--- config.mk ---
export PLATFORM = sky130hd
export DESIGN_NAME = xfer_chan
export DESIGN_NICKNAME = d
export VERILOG_FILES = /design/src/rtl/xfer_pkg.sv /design/src/rtl/xfer_chan_align.sv /design/src/rtl/xfer_chan_regs.sv /design/src/rtl/xfer_chan_engine.sv /design/src/rtl/xfer_chan.sv
export SDC_FILE = /design/constraint.sdc
export NUM_CORES = 1
export LEC_CHECK = 0
export BUFFER_PORTS_ARGS = -buffer_cell sky130_fd_sc_hd__buf_2
export CORE_AREA = 2 2 174 176
export CTS_BUF_LIST = sky130_fd_sc_hd__clkbuf_4 sky130_fd_sc_hd__clkbuf_8
export DETAILED_ROUTE_END_ITERATION = 10
export DIE_AREA = 0 0 176 178
export GPL_TIMING_DRIVEN = 0
export PLACE_DENSITY = 0.76
export SLEW_MARGIN = 5
export SYNTH_ARGS = -nofsm -noshare
export SYNTH_HDL_FRONTEND = slang
export SYNTH_HIERARCHICAL = 1
export SYNTH_SLANG_ARGS = --single-unit
--- constraint.sdc ---
create_clock -name clk -period 10.93 [get_ports clk]
set_input_delay 1.6395 -clock clk [delete_from_list [all_inputs] [get_ports clk]]
set_output_delay 1.6395 -clock clk [all_outputs]
set_load 0.01 [all_outputs]
--- src/rtl/xfer_pkg.sv ---
package xfer_pkg;

  typedef enum logic [1:0] {
    ST_IDLE = 2'd0,
    ST_RD   = 2'd1,
    ST_WR   = 2'd2
  } xfer_st_e;

  localparam logic [1:0] MODE_SWCOPY = 2'b01;

  localparam int CB_GO    = 0;
  localparam int CB_MODE  = 1;
  localparam int CB_SIZE  = 3;
  localparam int CB_AUTO  = 5;
  localparam int CB_LOCK  = 6;
  localparam int CB_DONE  = 8;
  localparam int CB_ERR   = 9;
  localparam int CB_SMIS  = 10;
  localparam int CB_DMIS  = 11;

  localparam logic [2:0] OFS_CTRL  = 3'd0;
  localparam logic [2:0] OFS_SRCB  = 3'd1;
  localparam logic [2:0] OFS_DSTB  = 3'd2;
  localparam logic [2:0] OFS_CNTB  = 3'd3;
  localparam logic [2:0] OFS_SRCC  = 3'd4;
  localparam logic [2:0] OFS_DSTC  = 3'd5;
  localparam logic [2:0] OFS_CNTC  = 3'd6;

  function automatic logic [2:0] size_step(input logic [1:0] sz);
    case (sz)
      2'b00:   size_step = 3'd1;
      2'b01:   size_step = 3'd2;
      default: size_step = 3'd4;
    endcase
  endfunction

  function automatic logic size_misal(input logic [1:0] sz, input logic [1:0] lo);
    case (sz)
      2'b00:   size_misal = 1'b0;
      2'b01:   size_misal = lo[0];
      default: size_misal = |lo;
    endcase
  endfunction

endpackage

--- src/rtl/xfer_chan_align.sv ---
module xfer_chan_align #(
  parameter int NCHK = 2
) (
  input  logic [1:0]            size_i,
  input  logic [NCHK-1:0][1:0]  addr_lo_i,
  output logic [NCHK-1:0]       misal_o
);
  import xfer_pkg::*;

  for (genvar g = 0; g < NCHK; g++) begin : g_chk
    assign misal_o[g] = size_misal(size_i, addr_lo_i[g]);
  end

endmodule

--- src/rtl/xfer_chan_regs.sv ---
module xfer_chan_regs #(
  parameter int AW = 32,
  parameter int CW = 16,
  parameter int RBW = 32
) (
  input  logic           clk,
  input  logic           rst_ni,
  input  logic           we_i,
  input  logic [2:0]     addr_i,
  input  logic [RBW-1:0] wdata_i,
  input  logic           busy_i,
  input  logic           done_i,
  input  logic           err_i,
  input  logic           reject_i,
  output logic           go_o,
  output logic [1:0]     mode_o,
  output logic [1:0]     size_o,
  output logic           auto_o,
  output logic           lock_o,
  output logic           done_flag_o,
  output logic           err_flag_o,
  output logic [AW-1:0]  src_base_o,
  output logic [AW-1:0]  dst_base_o,
  output logic [CW-1:0]  cnt_base_o,
  output logic           ld_src_o,
  output logic           ld_dst_o,
  output logic           ld_cnt_o
);
  import xfer_pkg::*;

  logic          go_q, go_d;
  logic [1:0]    mode_q, size_q;
  logic          auto_q, lock_q;
  logic          dflag_q, dflag_d, eflag_q, eflag_d;
  logic [AW-1:0] srcb_q, dstb_q;
  logic [CW-1:0] cntb_q;
  logic          ctrl_wr, cfg_en, srcb_en, dstb_en, cntb_en;

  always_comb begin
    ctrl_wr = we_i && (addr_i == OFS_CTRL);
    cfg_en  = ctrl_wr && !busy_i;
    srcb_en = we_i && (addr_i == OFS_SRCB);
    dstb_en = we_i && (addr_i == OFS_DSTB);
    cntb_en = we_i && (addr_i == OFS_CNTB);

    go_d = go_q;
    if (done_i || err_i || reject_i)
      go_d = 1'b0;
    else if (cfg_en && wdata_i[CB_GO] && (wdata_i[CB_MODE +: 2] == MODE_SWCOPY))
      go_d = 1'b1;

    dflag_d = dflag_q;
    if (done_i)
      dflag_d = 1'b1;
    else if (ctrl_wr && !wdata_i[CB_DONE])
      dflag_d = 1'b0;

    eflag_d = eflag_q;
    if (err_i)
      eflag_d = 1'b1;
    else if (ctrl_wr && !wdata_i[CB_ERR])
      eflag_d = 1'b0;
  end

  always_ff @(posedge clk or negedge rst_ni) begin
    if (!rst_ni) begin
      go_q    <= 1'b0;
      mode_q  <= '0;
      size_q  <= '0;
      auto_q  <= 1'b0;
      lock_q  <= 1'b0;
      dflag_q <= 1'b0;
      eflag_q <= 1'b0;
      srcb_q  <= '0;
      dstb_q  <= '0;
      cntb_q  <= '0;
    end else begin
      go_q    <= go_d;
      dflag_q <= dflag_d;
      eflag_q <= eflag_d;
      if (cfg_en) begin
        mode_q <= wdata_i[CB_MODE +: 2];
        size_q <= wdata_i[CB_SIZE +: 2];
        auto_q <= wdata_i[CB_AUTO];
        lock_q <= wdata_i[CB_LOCK];
      end
      if (srcb_en) srcb_q <= wdata_i[AW-1:0];
      if (dstb_en) dstb_q <= wdata_i[AW-1:0];
      if (cntb_en) cntb_q <= wdata_i[CW-1:0];
    end
  end

  assign go_o        = go_q;
  assign mode_o      = mode_q;
  assign size_o      = size_q;
  assign auto_o      = auto_q;
  assign lock_o      = lock_q;
  assign done_flag_o = dflag_q;
  assign err_flag_o  = eflag_q;
  assign src_base_o  = srcb_q;
  assign dst_base_o  = dstb_q;
  assign cnt_base_o  = cntb_q;
  assign ld_src_o    = srcb_en && !busy_i;
  assign ld_dst_o    = dstb_en && !busy_i;
  assign ld_cnt_o    = cntb_en && !busy_i;

  AST_DONE_STICKY: assert property (@(posedge clk) disable iff (!rst_ni)
    (dflag_q && !(ctrl_wr && !wdata_i[CB_DONE])) |=> dflag_q);
  AST_ERR_STICKY: assert property (@(posedge clk) disable iff (!rst_ni)
    (eflag_q && !(ctrl_wr && !wdata_i[CB_ERR])) |=> eflag_q);
  AST_GO_SELF_CLEAR: assert property (@(posedge clk) disable iff (!rst_ni)
    (done_i || err_i) |=> !go_q);
  AST_GO_MODE_GATE: assert property (@(posedge clk) disable iff (!rst_ni)
    (!go_q && ctrl_wr && (wdata_i[CB_MODE +: 2] != MODE_SWCOPY)) |=> !go_q);
  AST_CFG_FROZEN: assert property (@(posedge clk) disable iff (!rst_ni)
    (busy_i && $past(busy_i)) |-> $stable(size_q));

endmodule

--- src/rtl/xfer_chan_engine.sv ---
module xfer_chan_engine #(
  parameter int AW = 32,
  parameter int DW = 32,
  parameter int CW = 16,
  parameter int RBW = 32
) (
  input  logic           clk,
  input  logic           rst_ni,
  input  logic           go_i,
  input  logic           misal_i,
  input  logic [1:0]     size_i,
  input  logic           auto_i,
  input  logic [AW-1:0]  src_base_i,
  input  logic [AW-1:0]  dst_base_i,
  input  logic [CW-1:0]  cnt_base_i,
  input  logic           ld_src_i,
  input  logic           ld_dst_i,
  input  logic           ld_cnt_i,
  input  logic [RBW-1:0] ld_val_i,
  output logic           busy_o,
  output logic           done_o,
  output logic           err_o,
  output logic           reject_o,
  output logic [AW-1:0]  src_cur_o,
  output logic [AW-1:0]  dst_cur_o,
  output logic [CW-1:0]  cnt_cur_o,
  output logic           m_req_o,
  output logic           m_write_o,
  output logic [AW-1:0]  m_addr_o,
  output logic [DW-1:0]  m_wdata_o,
  input  logic [DW-1:0]  m_rdata_i,
  input  logic           m_ack_i,
  input  logic           m_err_i
);
  import xfer_pkg::*;

  xfer_st_e      state_q, state_d;
  logic [AW-1:0] src_q, src_d, dst_q, dst_d;
  logic [CW-1:0] cnt_q, cnt_d;
  logic [DW-1:0] buf_q;
  logic          buf_en;
  logic          done_p, err_p, rej_p;
  logic [AW-1:0] step;

  assign step   = AW'(size_step(size_i));
  assign buf_en = (state_q == ST_RD) && m_ack_i && !m_err_i;

  always_comb begin
    state_d = state_q;
    src_d   = src_q;
    dst_d   = dst_q;
    cnt_d   = cnt_q;
    done_p  = 1'b0;
    err_p   = 1'b0;
    rej_p   = 1'b0;
    unique case (state_q)
      ST_IDLE: begin
        if (ld_src_i) src_d = ld_val_i[AW-1:0];
        if (ld_dst_i) dst_d = ld_val_i[AW-1:0];
        if (ld_cnt_i) cnt_d = ld_val_i[CW-1:0];
        if (go_i) begin
          if (misal_i)
            rej_p = 1'b1;
          else if (cnt_q == '0)
            done_p = 1'b1;
          else
            state_d = ST_RD;
        end
      end
      ST_RD: begin
        if (m_err_i) begin
          err_p   = 1'b1;
          state_d = ST_IDLE;
        end else if (m_ack_i) begin
          state_d = ST_WR;
        end
      end
      ST_WR: begin
        if (m_err_i) begin
          err_p   = 1'b1;
          state_d = ST_IDLE;
        end else if (m_ack_i) begin
          src_d = src_q + step;
          dst_d = dst_q + step;
          cnt_d = cnt_q - CW'(1);
          if (cnt_q == CW'(1)) begin
            done_p  = 1'b1;
            state_d = ST_IDLE;
          end else begin
            state_d = ST_RD;
          end
        end
      end
      default: state_d = ST_IDLE;
    endcase
    if (done_p && auto_i) begin
      src_d = src_base_i;
      dst_d = dst_base_i;
      cnt_d = cnt_base_i;
    end
  end

  always_ff @(posedge clk or negedge rst_ni) begin
    if (!rst_ni) begin
      state_q <= ST_IDLE;
      src_q   <= '0;
      dst_q   <= '0;
      cnt_q   <= '0;
      buf_q   <= '0;
    end else begin
      state_q <= state_d;
      src_q   <= src_d;
      dst_q   <= dst_d;
      cnt_q   <= cnt_d;
      if (buf_en) buf_q <= m_rdata_i;
    end
  end

  assign busy_o    = (state_q != ST_IDLE);
  assign done_o    = done_p;
  assign err_o     = err_p;
  assign reject_o  = rej_p;
  assign src_cur_o = src_q;
  assign dst_cur_o = dst_q;
  assign cnt_cur_o = cnt_q;
  assign m_req_o   = (state_q != ST_IDLE);
  assign m_write_o = (state_q == ST_WR);
  assign m_addr_o  = (state_q == ST_WR) ? dst_q : src_q;
  assign m_wdata_o = buf_q;

  AST_ADDR_STEP: assert property (@(posedge clk) disable iff (!rst_ni)
    (state_q == ST_WR && m_ack_i && !m_err_i && cnt_q != CW'(1))
      |=> (src_q == $past(src_q) + $past(step)) && (cnt_q == $past(cnt_q) - CW'(1)));
  AST_NO_START_MISAL: assert property (@(posedge clk) disable iff (!rst_ni)
    (state_q == ST_IDLE && misal_i) |=> (state_q == ST_IDLE));
  AST_RELOAD: assert property (@(posedge clk) disable iff (!rst_ni)
    (done_p && auto_i) |=> (cnt_q == $past(cnt_base_i)) && (src_q == $past(src_base_i)));
  AST_ERR_HALTS: assert property (@(posedge clk) disable iff (!rst_ni)
    (m_req_o && m_err_i) |=> !m_req_o);
  AST_ZERO_NO_ACCESS: assert property (@(posedge clk) disable iff (!rst_ni)
    (state_q == ST_IDLE && cnt_q == '0) |=> !m_req_o);
  AST_WRITE_FOLLOWS_READ: assert property (@(posedge clk) disable iff (!rst_ni)
    (state_q == ST_WR && $past(state_q) != ST_WR) |-> ($past(state_q) == ST_RD));

endmodule

--- src/rtl/xfer_chan.sv ---
module xfer_chan #(
  parameter int AW = 32,
  parameter int DW = 32,
  parameter int CW = 16
) (
  input  logic          clk,
  input  logic          rst_n,
  input  logic          cfg_we,
  input  logic [2:0]    cfg_addr,
  input  logic [31:0]   cfg_wdata,
  output logic [31:0]   cfg_rdata,
  output logic          m_req,
  output logic          m_write,
  output logic [AW-1:0] m_addr,
  output logic [1:0]    m_size,
  output logic [DW-1:0] m_wdata,
  output logic          m_lock,
  input  logic [DW-1:0] m_rdata,
  input  logic          m_ack,
  input  logic          m_err,
  output logic          irq
);
  import xfer_pkg::*;

  localparam int RBW = 32;
  localparam int NCHK = 2;

  logic          rst_meta_q, rst_sync_q;
  logic          go, auto_en, lock_en, dflag, eflag;
  logic [1:0]    mode, size;
  logic [AW-1:0] src_base, dst_base, src_cur, dst_cur;
  logic [CW-1:0] cnt_base, cnt_cur;
  logic          ld_src, ld_dst, ld_cnt;
  logic          busy, done_p, err_p, rej_p;
  logic [NCHK-1:0][1:0] lo_bits;
  logic [NCHK-1:0] misal;

  always_ff @(posedge clk or negedge rst_n) begin
    if (!rst_n) begin
      rst_meta_q <= 1'b0;
      rst_sync_q <= 1'b0;
    end else begin
      rst_meta_q <= 1'b1;
      rst_sync_q <= rst_meta_q;
    end
  end

  xfer_chan_regs #(.AW(AW), .CW(CW), .RBW(RBW)) u_regs (
    .clk        (clk),
    .rst_ni     (rst_sync_q),
    .we_i       (cfg_we),
    .addr_i     (cfg_addr),
    .wdata_i    (cfg_wdata),
    .busy_i     (busy),
    .done_i     (done_p),
    .err_i      (err_p),
    .reject_i   (rej_p),
    .go_o       (go),
    .mode_o     (mode),
    .size_o     (size),
    .auto_o     (auto_en),
    .lock_o     (lock_en),
    .done_flag_o(dflag),
    .err_flag_o (eflag),
    .src_base_o (src_base),
    .dst_base_o (dst_base),
    .cnt_base_o (cnt_base),
    .ld_src_o   (ld_src),
    .ld_dst_o   (ld_dst),
    .ld_cnt_o   (ld_cnt)
  );

  assign lo_bits[0] = src_base[1:0];
  assign lo_bits[1] = dst_base[1:0];

  xfer_chan_align #(.NCHK(NCHK)) u_align (
    .size_i   (size),
    .addr_lo_i(lo_bits),
    .misal_o  (misal)
  );

  xfer_chan_engine #(.AW(AW), .DW(DW), .CW(CW), .RBW(RBW)) u_eng (
    .clk       (clk),
    .rst_ni    (rst_sync_q),
    .go_i      (go && (mode == MODE_SWCOPY)),
    .misal_i   (|misal),
    .size_i    (size),
    .auto_i    (auto_en),
    .src_base_i(src_base),
    .dst_base_i(dst_base),
    .cnt_base_i(cnt_base),
    .ld_src_i  (ld_src),
    .ld_dst_i  (ld_dst),
    .ld_cnt_i  (ld_cnt),
    .ld_val_i  (cfg_wdata),
    .busy_o    (busy),
    .done_o    (done_p),
    .err_o     (err_p),
    .reject_o  (rej_p),
    .src_cur_o (src_cur),
    .dst_cur_o (dst_cur),
    .cnt_cur_o (cnt_cur),
    .m_req_o   (m_req),
    .m_write_o (m_write),
    .m_addr_o  (m_addr),
    .m_wdata_o (m_wdata),
    .m_rdata_i (m_rdata),
    .m_ack_i   (m_ack),
    .m_err_i   (m_err)
  );

  assign m_size = size;
  assign m_lock = busy && lock_en;
  assign irq    = dflag || eflag;

  always_comb begin
    cfg_rdata = '0;
    unique case (cfg_addr)
      OFS_CTRL: begin
        cfg_rdata[CB_GO]         = go;
        cfg_rdata[CB_MODE +: 2]  = mode;
        cfg_rdata[CB_SIZE +: 2]  = size;
        cfg_rdata[CB_AUTO]       = auto_en;
        cfg_rdata[CB_LOCK]       = lock_en;
        cfg_rdata[CB_DONE]       = dflag;
        cfg_rdata[CB_ERR]        = eflag;
        cfg_rdata[CB_SMIS]       = misal[0];
        cfg_rdata[CB_DMIS]       = misal[1];
      end
      OFS_SRCB: cfg_rdata[AW-1:0] = src_base;
      OFS_DSTB: cfg_rdata[AW-1:0] = dst_base;
      OFS_CNTB: cfg_rdata[CW-1:0] = cnt_base;
      OFS_SRCC: cfg_rdata[AW-1:0] = src_cur;
      OFS_DSTC: cfg_rdata[AW-1:0] = dst_cur;
      OFS_CNTC: cfg_rdata[CW-1:0] = cnt_cur;
      default:  cfg_rdata = '0;
    endcase
  end

  AST_LOCK_HELD: assert property (@(posedge clk) disable iff (!rst_sync_q)
    (m_req && lock_en) |-> m_lock);
  AST_LOCK_OFF: assert property (@(posedge clk) disable iff (!rst_sync_q)
    !lock_en |-> !m_lock);
  AST_IRQ_DROPS: assert property (@(posedge clk) disable iff (!rst_sync_q)
    (!dflag && !eflag) |-> !irq);

endmodule

; ---- Yosys cells after proc, flatten, opt, wreduce, memory -nomap -nowiden
; Index checks and enable logic that the tools add are counted.
[word_totals]
mem_count = 0
in_bits = 72
out_inout_bits = 102
romBits = 0
ramBits = 0
latch_bits = 0
register_bits = 205
elab_cells = 134
[op_classes]
mux = 51
add_sub_neg = 3
reduce_logical = 41
shifts = 0
n_div = 0
n_bitwise = 0
n_eq_ne = 22
multipliers = 0
order_cmp = 0
[op_table]
columns = operator, count
row1 = $mux W32, 9
row2 = $pmux W32 S2, 2
row3 = $add A32 B3 Y32, 2
row4 = $mux W16, 4
row5 = $pmux W16 S4, 1
row6 = $pmux W7 S7, 1
row7 = $pmux W16 S2, 1
row8 = $pmux W4 S7, 1
row9 = $pmux W4 S6, 1
row10 = $mux W1, 18
row11 = $logic_and A1 B1 Y1, 17
row12 = $eq A16 B1 Y1 const B, 1
row13 = $logic_not A16 Y1, 1
row14 = $sub A16 B1 Y16 const B, 1
row15 = $mux W2, 7
row16 = $ne A3 B2 Y1 const B, 4
row17 = $reduce_and A4 Y1, 3
row18 = $eq A3 B3 Y1 const B, 3
row19 = $eq A2 B1 Y1 const B, 4
row20 = $reduce_bool A2 Y1, 4
row21 = $reduce_or A2 Y1, 4
row22 = $eq A3 B2 Y1 const B, 2
row23 = $ne A3 B1 Y1 const B, 2
row24 = $pmux W1 S2, 3
row25 = other kinds (14), 21

; ---- Depth between registers and ports, before layout
; Gate-level depths: netlist of run 1.
[logic_depth]
word_depth = 9
mapped_depth = 13
ltp_nobuf = 10

; ---- By module
; Netlist of run 1, hierarchy kept.
[modules_own_cells]
columns = module, area_per_inst_um2, cells_each, instances
row1 = xfer_chan_engine, 8077.7, 941, 1
row2 = xfer_chan_regs, 3403.3, 200, 1
row3 = xfer_chan, 1555.2, 208, 1
row4 = xfer_chan_align, 25.0, 6, 1

; ---- Worst setup path after synthesis of run 1
; OpenSTA, ideal clock, no wires.
[synth_path]
path_type = input to output
startpoint = input cfg_addr[2]
endpoint = output cfg_rdata[3]
path_buffers = 3
setup_slack_ns = 6.708
arrival_ns = 2.583
stages = 6
cell_sequence = buf_4 buf_4 buf_6 nor3b_1 a21oi_1 o211ai_1
[synth_via]
elab_chain_len = 2
elab_cells_between_ends = 8
[synth_rtl]
columns = element, line_no
row1 = from (decl), xfer_chan.sv:9  ; input logic [2:0] cfg_addr,
row2 = $eq A3 B3 Y1 (tied with other cells), xfer_chan.sv:118  ; unique case (cfg_addr)
row3 = $pmux W7 S7 *, xfer_chan.sv:118
row4 = to (decl), xfer_chan.sv:11  ; output logic [31:0] cfg_rdata,
; Mark *: on every way between the ends. The rest lies on a longest branch, timed or not.

; ---- Final worst setup path of run 1
[layout_path]
startpoint = register u_eng.state_q[0]
endpoint = output m_addr[10]
[layout_via]
elab_chain_len = 2
[layout_rtl]
columns = element, line_no
row1 = from (decl), xfer_chan_engine.sv:37  ; xfer_st_e state_q, state_d;
row2 = from (signal assigned), xfer_chan_engine.sv:111  ; state_q <= state_d;
row3 = $eq A2 B2 Y1, xfer_chan_engine.sv:128  ; assign m_addr_o = (state_q == ST_WR) ? dst_q : src_q;
row4 = $mux W32, xfer_chan_engine.sv:128
row5 = to (decl), xfer_chan.sv:14  ; output logic [AW-1:0] m_addr,
; Every way passes these cells.

==> flow_summary_export.csv, run 1 <==
group,metric,value,unit
pwr,power_density,263.3,nW/µm²
cts,cts_tree,"built",
setup_path,arrival,4.14,ns
finish,drive_above_1_share,0.3121,
route,remaining_drc_errors,0,
pwr,vdd_drop_max,0.0001272,V
timing,fin_tns_setup,0,ns
cts,cts.sink_count,205,
timing,setup_violations,0,
setup_path,reg2regPathDepth,12,
floorplanning,die_h,178,µm
route,wl,53.77,mm
floorplanning,core,29400,µm²
global_route,grt-ovfl-total,0,
cts,cts_made_buffers,38,
synth,ys_types,80,
global_route,antenna_found_initial,2,
worst_hold_path,holdPathStages,0,
pwr,power_leakage,6.596,nW
timing,max_slew.worst_pin.slew,1.056,ns
synth,yosys_warnings,6,
finish,fin_cells,1990,
flow_run,maxCapViolCount,0,
timing,hold_slack,0.3787,ns
placed_design,dp_hpwl,38.60,mm
setup_path,critPathKind,"flop to output port",
timing,maxSlewHeadroom,0.2948,
placed_design,place.gp.congestion,1.028,
cts,clock_latency,0.57,ns
synth,syn-cell-area,13060,µm²
synth,synth_enable_flop_cells,0,
synth,synth_area_per_cell,9.639,µm²
route,drt_iter0_markers,1578,
route,ant_nets,0,
setup_path,required,9.29,ns
global_route,grt_pass1_vias,12360,
timing,finalHoldViolations,0,
floorplanning,ios,174,
global_route,grt_pass1_wl,78.30,mm
cts,cts-root-buf,"clkbuf_8",
setup_path,cp_slowest_cell,"buf_1",
route,first_pass_iters,6,
cts,clk_pin_slew,0.07,ns
cts,htreeDepth,2,
floorplanning,num_rows,63,
timing,layout_min_cycle_time,5.784,ns
global_route,grt_max_degree,67,
floorplanning,initial_core_util,0.4442,
route,wl_per_cell,27.02,µm
setup_path,startpoint_type,"flop",
setup_path,cp_slowest_stage_delay,0.82,ns
floorplanning,die_w,176,µm
timing,grt_setup_unrepaired,"no",
finish,area_delta_synth_final,17.13,%
synth,syn_nets,1442,
route,drt-vias-per-instance,6.376,
cts,hold_buffers,0,
timing,worst_slack,5.146,ns
setup_path,crit_fanout,10,
placed_design,dp_slack,5.849,ns
synth,async_reset_ff_frac,1.000,
synth,ys_seq_area_frac,0.3928,
cts,clockBufferDepth,3,
status,outcome,"finished, final reports clean",
placed_design,numPortBuffers,173,
finish,nNetsFinal,1658,
cts,post_cts_resized,0,
setup_path,end_kind,"output port",
timing,final_max_slew_viol_count,0,
finish,nFillCells,2725,
global_route,track_usage,0.3387,
synth,synth_top_flop_cell,"dfrtp_1",
route,vias,12690,
setup_path,path_cells,"inv_1 > ha_1 > buf_2 > clkbuf_1 > buf_1 > clkbuf_1 > nand2_1 > o21ai_0 > buf_2",
timing,fmax,0.1729,GHz
timing,fin_worst_skew,0.02316,ns
placed_design,place_inst,1921,
synth,ys_seq_elements,205,
timing,finalCritPeriodShare,0.5292,
floorplanning,dieArea,31330,µm²
worst_hold_path,hold_path_class,"flop to flop",
synth,netlist_instances,1355,
cts,post-cts-setup-buffers,0,
power by group:
group	total, mW	internal [mW]	switching (mW)
logic	1.78	0.744	1.03
clock network	0.798	0.447	0.351
registers	1.45	1.05	0.408
routing by layer:
layer  routed length [µm]  global-route usage  vias up
met5                    0                   0        -
met4                 3875              0.2135        0
met3                 6101             0.08589      238
met2                23120              0.5123      873
met1                20670              0.4345     6118
li1                     -                   -     5459
placed cells by master, fill, tap and decap left out, types with 30 or more instances in the layout:
cell,n
o21ai_0,52
nand3_1,51
clkbuf_8,45
mux2_2,165
nor2_1,83
a21oi_1,101
nand2_1,132
mux2i_1,36
buf_2,203
clkbuf_1,30
dfrtp_1,204
worst paths after layout:
| path | start | endpoint | slack (ns) |
|---|---|---|---|
| min reg2reg | rst_meta_q | rst_sync_q | 0.38 |
| min in group asynchronous | rst_sync_q | u_regs/cnt_base_o[15] | 0.45 |
| max reg2reg | u_eng/state_q[0] | u_eng/dst_cur_o[9] | 7.29 |
| max in group asynchronous | rst_sync_q | u_regs/dst_base_o[29] | 9.39 |
| min | rst_meta_q | rst_sync_q | 0.38 |
| max | u_eng/state_q[0] | m_addr[10] | 5.15 |
synthesized netlist by cell type (6+ instances only):
cell      count  area share
dfrtp_1     205        0.39
mux2_2      165        0.14
nand2_1     132       0.038
a21oi_1     101       0.039
nor2_1       83       0.024
o21ai_0      52       0.020
nand3_1      51       0.020
mux2i_1      36       0.028
buf_2        30       0.011
clkbuf_1     30      0.0086
and3_1       28       0.013
inv_1        25      0.0072
o21ai_1      23      0.0088
nand4_1      22       0.011
nor3_1       21      0.0080
o211ai_1     21       0.012
o221ai_1     21       0.014
a211oi_1     20       0.011
a22oi_1      20       0.011
a31oi_1      19      0.0091
buf_4        16      0.0092
o22ai_1      15      0.0072
ha_1         13       0.012
nor2b_1      13      0.0062
xor2_1       13      0.0087
a21o_1       11      0.0063
mux2_1       11      0.0095
nand2b_1     11      0.0053
buf_1        10      0.0029
and4_1        8      0.0054
buf_6         8      0.0069
nor3b_1       8      0.0046
xnor2_1       7      0.0047
a211o_1       6      0.0040
mux2_4        6      0.0069
sequential cells by signal (all words and copies together) (netlist names):
name / count
rst_meta_q: 1
rst_sync_q: 1
u_eng/cnt_cur_o: 16
u_eng/dst_cur_o: 32
u_eng/m_wdata_o: 32
u_eng/src_cur_o: 32
u_eng/state_q: 2
u_regs/auto_o: 1
u_regs/cnt_base_o: 16
u_regs/done_flag_o: 1
u_regs/dst_base_o: 32
u_regs/err_flag_o: 1
u_regs/go_o: 1
u_regs/lock_o: 1
u_regs/mode_o: 2
u_regs/size_o: 2
u_regs/src_base_o: 32
metrics by stage:
stage	total power, mW	area (µm²)	utilization
floorplan	2.458	13060	-
global placement	3.120	14420	0.4903
detailed placement	3.169	14490	0.4930
CTS	3.972	15300	0.5202
global route	4.224	15300	0.5203
finish	4.029	15300	0.5203
kinds of logic (layout without fill, tap and decap cells):
| family | count (synthesis) | count (layout) | share of synthesized area |
|---|---|---|---|
| AND/OR/NAND/NOR | 425 | 425 | 0.1701 |
| AO/OA/AOI/OAI | 350 | 350 | 0.1746 |
| multiplexers | 218 | 218 | 0.1862 |
| flip-flops | 205 | 205 | 0.3928 |
| buffers and inverters | 121 | 365 | 0.04704 |
| XOR/XNOR | 20 | 20 | 0.01341 |
| adder cells (fa/ha/maj) | 15 | 15 | 0.01552 |
| other | 1 | 2 | 0.0002871 |
cell type report:
type,instances,area (µm²),share of cell area
antenna,1,2.502,0.0001636
buffer,96,520.5,0.03402
clock buffer,59,724.4,0.04735
clock inverter,9,77.57,0.005071
inverter,25,93.84,0.006134
multi-input combinational,1029,7317,0.4783
sequential,205,5134,0.3356
tap,390,488.0,0.03190
timing repair buffer,176,940.9,0.06150
critical path, delay by kind of cell, from the launching register on:
| family | cells | cell delay [ns] |
|---|---|---|
| fa+ha+maj | 1 | 0.32 |
| compound gates | 1 | 0.17 |
| buf+inv | 6 | 2.55 |
| flops | 1 | 0.41 |
| simple gates | 1 | 0.12 |
Note: power is estimated with default switching activity, not from simulation.
==> run 2: changes to the inputs <==
--- a/config.mk
+++ b/config.mk
@@ -11,7 +11,7 @@
 export DETAILED_ROUTE_END_ITERATION = 10
 export DIE_AREA = 0 0 176 178
 export GPL_TIMING_DRIVEN = 0
-export PLACE_DENSITY = 0.76
+export PLACE_DENSITY = 0.79
 export SLEW_MARGIN = 5
 export SYNTH_ARGS = -nofsm -noshare
 export SYNTH_HDL_FRONTEND = slang
==> constraint.sdc (replaced) <==
create_clock -name clk -period 5.05 [get_ports clk]
set_input_delay 0.7575 -clock clk [delete_from_list [all_inputs] [get_ports clk]]
set_output_delay 0.7575 -clock clk [all_outputs]
set_load 0.01 [all_outputs]
==> run 2 against run 1 <==
  * Via count grew 1.4%
  * Combinational power grew 120%
  * Power grew 110%
  * Die area is the same
  * Clock skew grew 0.0073 ns
  * Non-clock buffer count grew 2
  * Largest cell class unchanged
==> flow_summary_export.csv, run 2 (synthesized netlist as in run 1, its figures left out) <==
group,metric,value,unit
status,outcome,"finished, final reports clean",
floorplanning,die_w,176,µm
global_route,grt_pass1_vias,12460,
route,vias,12860,
global_route,antenna_found_initial,0,
floorplanning,initial_core_util,0.4442,
setup_path,arrival,4.11,ns
setup_path,required,4.29,ns
pwr,pwr-share-seq,0.365,
timing,maxSlewHeadroom,0.1307,
route,remaining_drc_errors,0,
pwr,p_sw,3.880,mW
cts,post-cts-setup-buffers,0,
finish,area_delta_synth_final,16.86,%
pwr,clkPwrFrac,0.187,
floorplanning,num_rows,63,
cts,cts-root-buf,"clkbuf_8",
route,drt-vias-per-instance,6.476,
floorplanning,dieArea,31330,µm²
timing,final_max_slew_viol_count,0,
route,ant_nets,0,
timing,grt_setup_unrepaired,"no",
timing,fin_worst_skew,0.03049,ns
setup_path,startpoint_type,"flop",
timing,hold_slack,0.3229,ns
finish,drive_above_1_share,0.3102,
setup_path,path_buf_inv,6,
timing,worst_slack,0.1775,ns
pwr,power_leakage,6.575,nW
route,met1_length,20.53,mm
route,wl_per_cell,27.37,µm
timing,layout_min_cycle_time,4.872,ns
finish,nNetsFinal,1660,
finish,n_antenna_cell,0,
cts,cts.sink_count,205,
finish,fin_util,0.5191,
timing,finalCritPeriodShare,0.9648,
timing,fmax,0.2052,GHz
pwr,power_density,566.6,nW/µm²
pwr,power_switching_share,0.4486,
global_route,grt_pass1_wl,79.29,mm
worst_hold_path,hold_path_class,"flop to async pin",
cts,clock_latency,0.57,ns
placed_design,dp_hpwl,39.29,mm
route,first_pass_iters,8,
placed_design,place.gp.congestion,1.004,
setup_path,rr_startpoint,"u_eng/state_q[0]",
setup_path,critPathLaunch,"u_eng/state_q[0]",
setup_path,end_kind,"output port",
cts,htreeDepth,2,
floorplanning,ios,174,
setup_path,crit_fanout,10,
cts,clockBufferDepth,3,
setup_path,path_cells,"inv_1 > ha_1 > buf_2 > clkbuf_1 > buf_1 > clkbuf_1 > o21ai_0 > buf_2",
placed_design,dp_slack,0.8328,ns
cts,clk_pin_slew,0.06,ns
route,drt_iter0_markers,1854,
global_route,track_usage,0.3432,
placed_design,placed_area,14510,µm²
route,wl,54.37,mm
placed_design,numPortBuffers,173,
floorplanning,die_h,178,µm
pwr,p_int,4.769,mW
route,wl_met2,23.25,mm
route,wl_met3,7.013,mm
timing,fin_tns_setup,0,ns
timing,max_slew.worst_pin.slew,1.294,ns
global_route,grt-ovfl-total,0,
setup_path,cpLargestDelayFamily,"buffers and inverters",
finish,final_area,15260,µm²
timing,setup_violations,0,
finish,layout_common_cells,"dfrtp_1, buf_2, mux2_2, nand2_1, a21oi_1",
pwr,vdd_drop_max,0.0002940,V
cts,cts_tree,"built",
setup_path,critPathKind,"flop to output port",
floorplanning,core,29400,µm²
setup_path,cp_slowest_stage_delay,0.80,ns
flow_run,maxCapViolCount,0,
pwr,share_comb_of_total_power,0.448,
timing,finalHoldViolations,0,
global_route,grt_max_degree,52,
cts,cts_made_buffers,38,
route,highest_layer,"met4",
finish,final_common_cell,"dfrtp_1",
setup_path,cp_slowest_cell,"buf_1",
[run 2: path summary, 6_finish.rpt]
kind / slack [ns] / to / depth (start not counted)
max in group asynchronous: 3.79 / u_eng/src_cur_o[25] / 2
worst max-delay path: 0.18 / m_addr[21] / 8
worst min-delay path: 0.32 / u_eng/m_wdata_o[6] / 0
worst min register to register: 0.32 / u_eng/m_wdata_o[6] / 0
min in group clk: 0.36 / rst_sync_q / 0
worst max register to register: 1.34 / u_eng/dst_cur_o[9] / 12
[run 2: cell type report]
class                      count  area, µm²
fill                        2695      14140
multi-input combinational   1029       7317
sequential                   205       5134
timing repair buffer         178      970.9
clock buffer                  59      711.9
buffer                        96      520.5
tap                          390      488.0
inverter                      25      93.84
clock inverter                 4      27.53
[run 2: metal layers]
metal,GRT usage,vias to the layer above
met2,0.5148,968
met3,0.09804,228
met1,0.4455,6196
met5,0,-
met4,0.1946,0
li1,-,5469
[run 2: power groups by stage]
stage                     combinational [mW]  clock (mW)  sequential, mW
after floorplan                         2.42           0            2.90
after global placement                  3.63           0            3.13
after detailed placement                3.75           0            3.14
after CTS                               3.76        1.63            3.12
after global routing                    4.12        1.70            3.24
final                                   3.88        1.62            3.15
[run 2: timing repair]
item | in CTS | in global routing
hold buffers | 1 | 0
hold endpoints to repair | 2 | 0
gates resized for setup | 0 | 0
[run 2: worst reg2reg max path, cell delays in order (launching register included)]
cell and delay (ns):
dfrtp_1 0.40, inv_1 0.08, ha_1 0.19, buf_2 0.18, inv_1 0.44, nor2b_1 0.10, nor2b_1 0.21, a211o_1 0.30
clkbuf_1 0.64, clkbuf_1 0.70, nor2_1 0.13, nand2_1 0.10, a31oi_1 0.08
[run 2: stage by stage]
stage | power (mW) | std cells
after floorplan | 5.319 | 1355
after global placement | 6.765 | 1918
after detailed placement | 6.884 | 1922
after CTS | 8.509 | 1986
after global routing | 9.058 | 1986
final | 8.648 | 1986
